`config.mk`:
```
export PLATFORM = sky130hd
export DESIGN_NAME = elem_interleave_unit
export DESIGN_NICKNAME = d
export VERILOG_FILES = /design/src/rtl/eiu_pkg.sv /design/src/rtl/eiu_half_select.sv /design/src/rtl/eiu_lane_weave.sv /design/src/rtl/eiu_weave_mux.sv /design/src/rtl/eiu_result_reg.sv /design/src/rtl/elem_interleave_unit.sv
export SDC_FILE = /design/constraint.sdc
export NUM_CORES = 1
export LEC_CHECK = 0
export BUFFER_PORTS_ARGS = -buffer_cell sky130_fd_sc_hd__buf_2
export CAP_MARGIN = 40
export CORE_MARGIN = 2
export CORE_UTILIZATION = 58
export CTS_CLUSTER_SIZE = 10
export DETAILED_ROUTE_END_ITERATION = 10
export PLACE_DENSITY = 0.9
export REMOVE_ABC_BUFFERS = 1
export SLEW_MARGIN = 20
export SYNTH_ARGS = -nofsm -noshare
export SYNTH_HDL_FRONTEND = slang
export SYNTH_HIERARCHICAL = 1
export SYNTH_SLANG_ARGS = --single-unit
```
`constraint.sdc`:
```
create_clock -name clk -period 2.85 [get_ports clk]
set_clock_uncertainty 0.1 [all_clocks]
set_input_delay 0.1425 -clock clk [delete_from_list [all_inputs] [get_ports clk]]
set_output_delay 0.1425 -clock clk [all_outputs]
set_load 0.005 [all_outputs]
```
`src/rtl/eiu_pkg.sv`:
```
package eiu_pkg;
  typedef enum logic [1:0] {
    GR_BYTE  = 2'd0,
    GR_WORD  = 2'd1,
    GR_DWORD = 2'd2,
    GR_HALF  = 2'd3
  } gran_e;

  localparam int unsigned GRAN_COUNT = 4;
  localparam int unsigned BASE_ELEM_W = 8;
endpackage

```
`src/rtl/eiu_half_select.sv`:
```
module eiu_half_select #(
  parameter int unsigned DATA_W = 64
) (
  input  logic [DATA_W-1:0]   opnd_a,
  input  logic [DATA_W-1:0]   opnd_b,
  input  logic                sel_high,
  output logic [DATA_W/2-1:0] a_half,
  output logic [DATA_W/2-1:0] b_half
);
  localparam int unsigned HALF_W = DATA_W / 2;

  always_comb begin
    if (sel_high) begin
      a_half = opnd_a[DATA_W-1:HALF_W];
      b_half = opnd_b[DATA_W-1:HALF_W];
    end else begin
      a_half = opnd_a[HALF_W-1:0];
      b_half = opnd_b[HALF_W-1:0];
    end
  end
endmodule

```
`src/rtl/eiu_lane_weave.sv`:
```
module eiu_lane_weave #(
  parameter int unsigned HALF_W = 32,
  parameter int unsigned ELEM_W = 8
) (
  input  logic [HALF_W-1:0]   a_half,
  input  logic [HALF_W-1:0]   b_half,
  output logic [2*HALF_W-1:0] woven
);
  localparam int unsigned PAIRS = HALF_W / ELEM_W;

  for (genvar p = 0; p < PAIRS; p++) begin : g_pair
    assign woven[(2*p)*ELEM_W   +: ELEM_W] = a_half[p*ELEM_W +: ELEM_W];
    assign woven[(2*p+1)*ELEM_W +: ELEM_W] = b_half[p*ELEM_W +: ELEM_W];
  end
endmodule

```
`src/rtl/eiu_weave_mux.sv`:
```
module eiu_weave_mux
  import eiu_pkg::*;
#(
  parameter int unsigned DATA_W = 64
) (
  input  logic [DATA_W/2-1:0] a_half,
  input  logic [DATA_W/2-1:0] b_half,
  input  logic [1:0]          sel_gran,
  output logic [DATA_W-1:0]   woven
);
  localparam int unsigned HALF_W = DATA_W / 2;

  logic [DATA_W-1:0] cand [GRAN_COUNT];

  for (genvar g = 0; g < GRAN_COUNT; g++) begin : g_gran
    localparam int unsigned EW = (g == GRAN_COUNT-1) ? HALF_W : (BASE_ELEM_W << g);
    eiu_lane_weave #(
      .HALF_W (HALF_W),
      .ELEM_W (EW)
    ) u_weave (
      .a_half (a_half),
      .b_half (b_half),
      .woven  (cand[g])
    );
  end

  always_comb begin
    woven = cand[sel_gran];
  end
endmodule

```
`src/rtl/eiu_result_reg.sv`:
```
module eiu_result_reg #(
  parameter int unsigned DATA_W = 64
) (
  input  logic              clk,
  input  logic              rst,
  input  logic              load,
  input  logic [DATA_W-1:0] next_data,
  output logic              q_valid,
  output logic [DATA_W-1:0] q_data
);
  always_ff @(posedge clk) begin
    if (rst) begin
      q_valid <= 1'b0;
    end else begin
      q_valid <= load;
    end
  end

  always_ff @(posedge clk) begin
    if (rst) begin
      q_data <= '0;
    end else if (load) begin
      q_data <= next_data;
    end
  end
endmodule

```
`src/rtl/elem_interleave_unit.sv`:
```
module elem_interleave_unit #(
  parameter int unsigned DATA_W = 64
) (
  input  logic              clk,
  input  logic              rst,
  input  logic              in_valid,
  input  logic [DATA_W-1:0] opnd_a,
  input  logic [DATA_W-1:0] opnd_b,
  input  logic              sel_high,
  input  logic [1:0]        sel_gran,
  output logic              out_valid,
  output logic [DATA_W-1:0] out_data
);
  localparam int unsigned HALF_W = DATA_W / 2;

  logic [HALF_W-1:0] a_half;
  logic [HALF_W-1:0] b_half;
  logic [DATA_W-1:0] woven;

  eiu_half_select #(.DATA_W(DATA_W)) u_half (
    .opnd_a   (opnd_a),
    .opnd_b   (opnd_b),
    .sel_high (sel_high),
    .a_half   (a_half),
    .b_half   (b_half)
  );

  eiu_weave_mux #(.DATA_W(DATA_W)) u_mux (
    .a_half   (a_half),
    .b_half   (b_half),
    .sel_gran (sel_gran),
    .woven    (woven)
  );

  eiu_result_reg #(.DATA_W(DATA_W)) u_reg (
    .clk       (clk),
    .rst       (rst),
    .load      (in_valid),
    .next_data (woven),
    .q_valid   (out_valid),
    .q_data    (out_data)
  );
endmodule

```
==> flow_summary.json <==
{
  "die-height_microns": 113,
  "antenna_found_initial": 0,
  "path_class": "input port to flip-flop",
  "grt_max_degree": 65,
  "synth_most_common_cell": "buf_4",
  "wl_mm": 10.7,
  "crit_required_ns": 2.93,
  "antenna_cells": 0,
  "post-cts-setup-buffers": 0,
  "period_minus_slack_ns": 1.70,
  "synth_area_sq_um": 6930,
  "rsz0062_at_grt": "no",
  "setup_violations": 0,
  "hold_depth": 2,
  "worstRegToRegCells": 2,
  "start_util": 0.599,
  "antenna_left": 0,
  "reg2reg_slack_ns": 2.07,
  "ios": 199,
  "syn2layout_area_growth_pct": -11.0,
  "synthTopCellsByCount": "buf_4, dfxtp_1, mux2i_1, nor2_1",
  "drtPass1Iterations": 6,
  "synth_area_leaders": "buf_4, mux4_2, dfxtp_1",
  "hp-start": "rst",
  "placementRows": 39,
  "wire_per_inst_microns": 15.6,
  "clk-insertion-delay-late_ns": 0.32,
  "reg2reg_to": "u_reg/q_data[55]",
  "hold_class": "input port to flip-flop",
  "max_cap_violations": 0,
  "end_kind": "flip-flop",
  "coreArea_sq_um": 11600,
  "drt_iter0_markers": 161,
  "ys_types": 16,
  "fmax_mhz": 587,
  "ctsHoldBuffers": 0,
  "grt_overflow": 0,
  "ys_seq_area_frac": 0.188,
  "cts_sinks": 65,
  "grt_pass1_vias": 3581,
  "report.final.hold_viol_count": 0,
  "grt_pass1_wl_mm": 17.0,
  "nFillCells": 959,
  "clockBufferDepth": 2,
  "die-area_sq_um": 12800,
  "cts_buffers": 9,
  "timing.final.crit_share": 0.598,
  "grt.total_usage": 0.165,
  "ys_warn_count": 6,
  "cts_root_buf": "clkbuf_16",
  "hold_ws_ns": 0.242,
  "outcome": "finished, final reports clean",
  "synthFlopType": "dfxtp_1",
  "gp_congestion": 0.757,
  "postSynthCellCount": 613,
  "final_layout_size_suffix_gt1_frac": 0.633,
  "final_nets": 671,
  "die_x_microns": 113,
  "drv_slew": 0,
  "avgSynthCellArea_sq_um": 11.3,
  "cp.arrival_ns": 1.78,
  "p_leak_uw": 0.00302,
  "ys_seq_elements": 65,
  "dpl.hpwl_mm": 8.24,
  "cts-resized-gates": 0,
  "slew_headroom": 0.498,
  "cts_tree": "done",
  "p_per_area_nw_per_um2": 468,
  "critPathLaunchType": "input port",
  "clkTransAtPathRegs_ns": 0.05,
  "viasPerCell": 5.19,
  "route.detailed.drc": 0,
  "r2r_start": "u_reg/q_data[55]",
  "worst_pin_slew_ns": 0.753,
  "num_vias": 3552,
  "async_flop_share": 0,
  "cp_max_fo": 64,
  "synth_edf_count": 0,
  "htree_levels": 3,
  "port_buffers": 198,
  "worstHoldEndpoint": "u_reg/q_data[49]",
  "ir_drop_mv": 0.226,
  "synth_top_area_frac": 0.278,
  "synth_top_cell_by_area": "buf_4",
  "tns_ns": 0
}
==> through the flow <==
stage	instances	total power (uW)	instance area [sq um]	worst slack [ns]	util
finish	685	2890	6170	1.15	0.533
global route	685	3030	6170	1.08	0.533
detailed placement	669	1850	5880	0.813	0.508
global placement	667	1810	5840	0.855	0.505
floorplan	322	1500	4590	1.51	-
CTS	685	2930	6170	1.16	0.533
==> logic make-up after synthesis <==
family | share of synthesized area
buffers and inverters | 0.338
muxes | 0.439
DFF | 0.188
and+or+nand+nor | 0.0356
==> critical path: stages <==
cell	delay [ns]
buf_4	0.09
buf_12	0.38
mux2_2	0.43
mux4_2	0.46
mux2i_1	0.17
nor2_1	0.07
==> cells in the final DEF (no fill, tap or decap) <==
cell type	n
buf_12	5
buf_2	195
buf_4	4
clkbuf_1	1
clkbuf_16	9
clkbuf_8	4
clkinv_2	2
dfxtp_1	65
mux2_2	4
mux2_4	60
mux2i_1	64
mux4_1	4
mux4_2	60
nor2_1	64
nor2b_1	1
==> flip-flops by register name (all words and copies together) (netlist names) <==
name           cells
u_reg/q_valid      1
u_reg/q_data      64
==> how the worst max path moves through the flow <==
stage / start / endpoint / slack, ns / depth (start not counted)
floorplan: sel_high / u_reg/q_data[63] / 1.51 / 4
global placement: sel_high / u_reg/q_data[63] / 0.85 / 6
global route: sel_high / u_reg/q_data[55] / 1.08 / 6
detailed placement: sel_high / u_reg/q_data[55] / 0.81 / 6
finish: sel_high / u_reg/q_data[55] / 1.15 / 6
CTS: sel_high / u_reg/q_data[55] / 1.16 / 6
==> routing by layer <==
layer | part of all wire | GRT usage
met1 | 0.41 | 0.197
met2 | 0.51 | 0.292
met3 | 0.069 | 0.0434
met4 | 0.0092 | 0.0463
met5 | 0 | 0
==> report_power, final <==
part	internal (uW)	switching, uW	leakage (uW)
registers	989	41.7	0.000537
logic	480	313	0.00233
clock network	681	382	0.000149
==> final cells by class <==
type / instances / area, sq um / area share
Multi-Input combinational cell: 257 / 3290 / 0.533
Sequential cell: 65 / 1300 / 0.211
Timing Repair Buffer: 204 / 1110 / 0.179
Clock buffer: 14 / 284 / 0.0460
Tap cell: 143 / 179 / 0.0290
Clock inverter: 2 / 10.0 / 0.00162
Power figures use the tool's default switching activity.
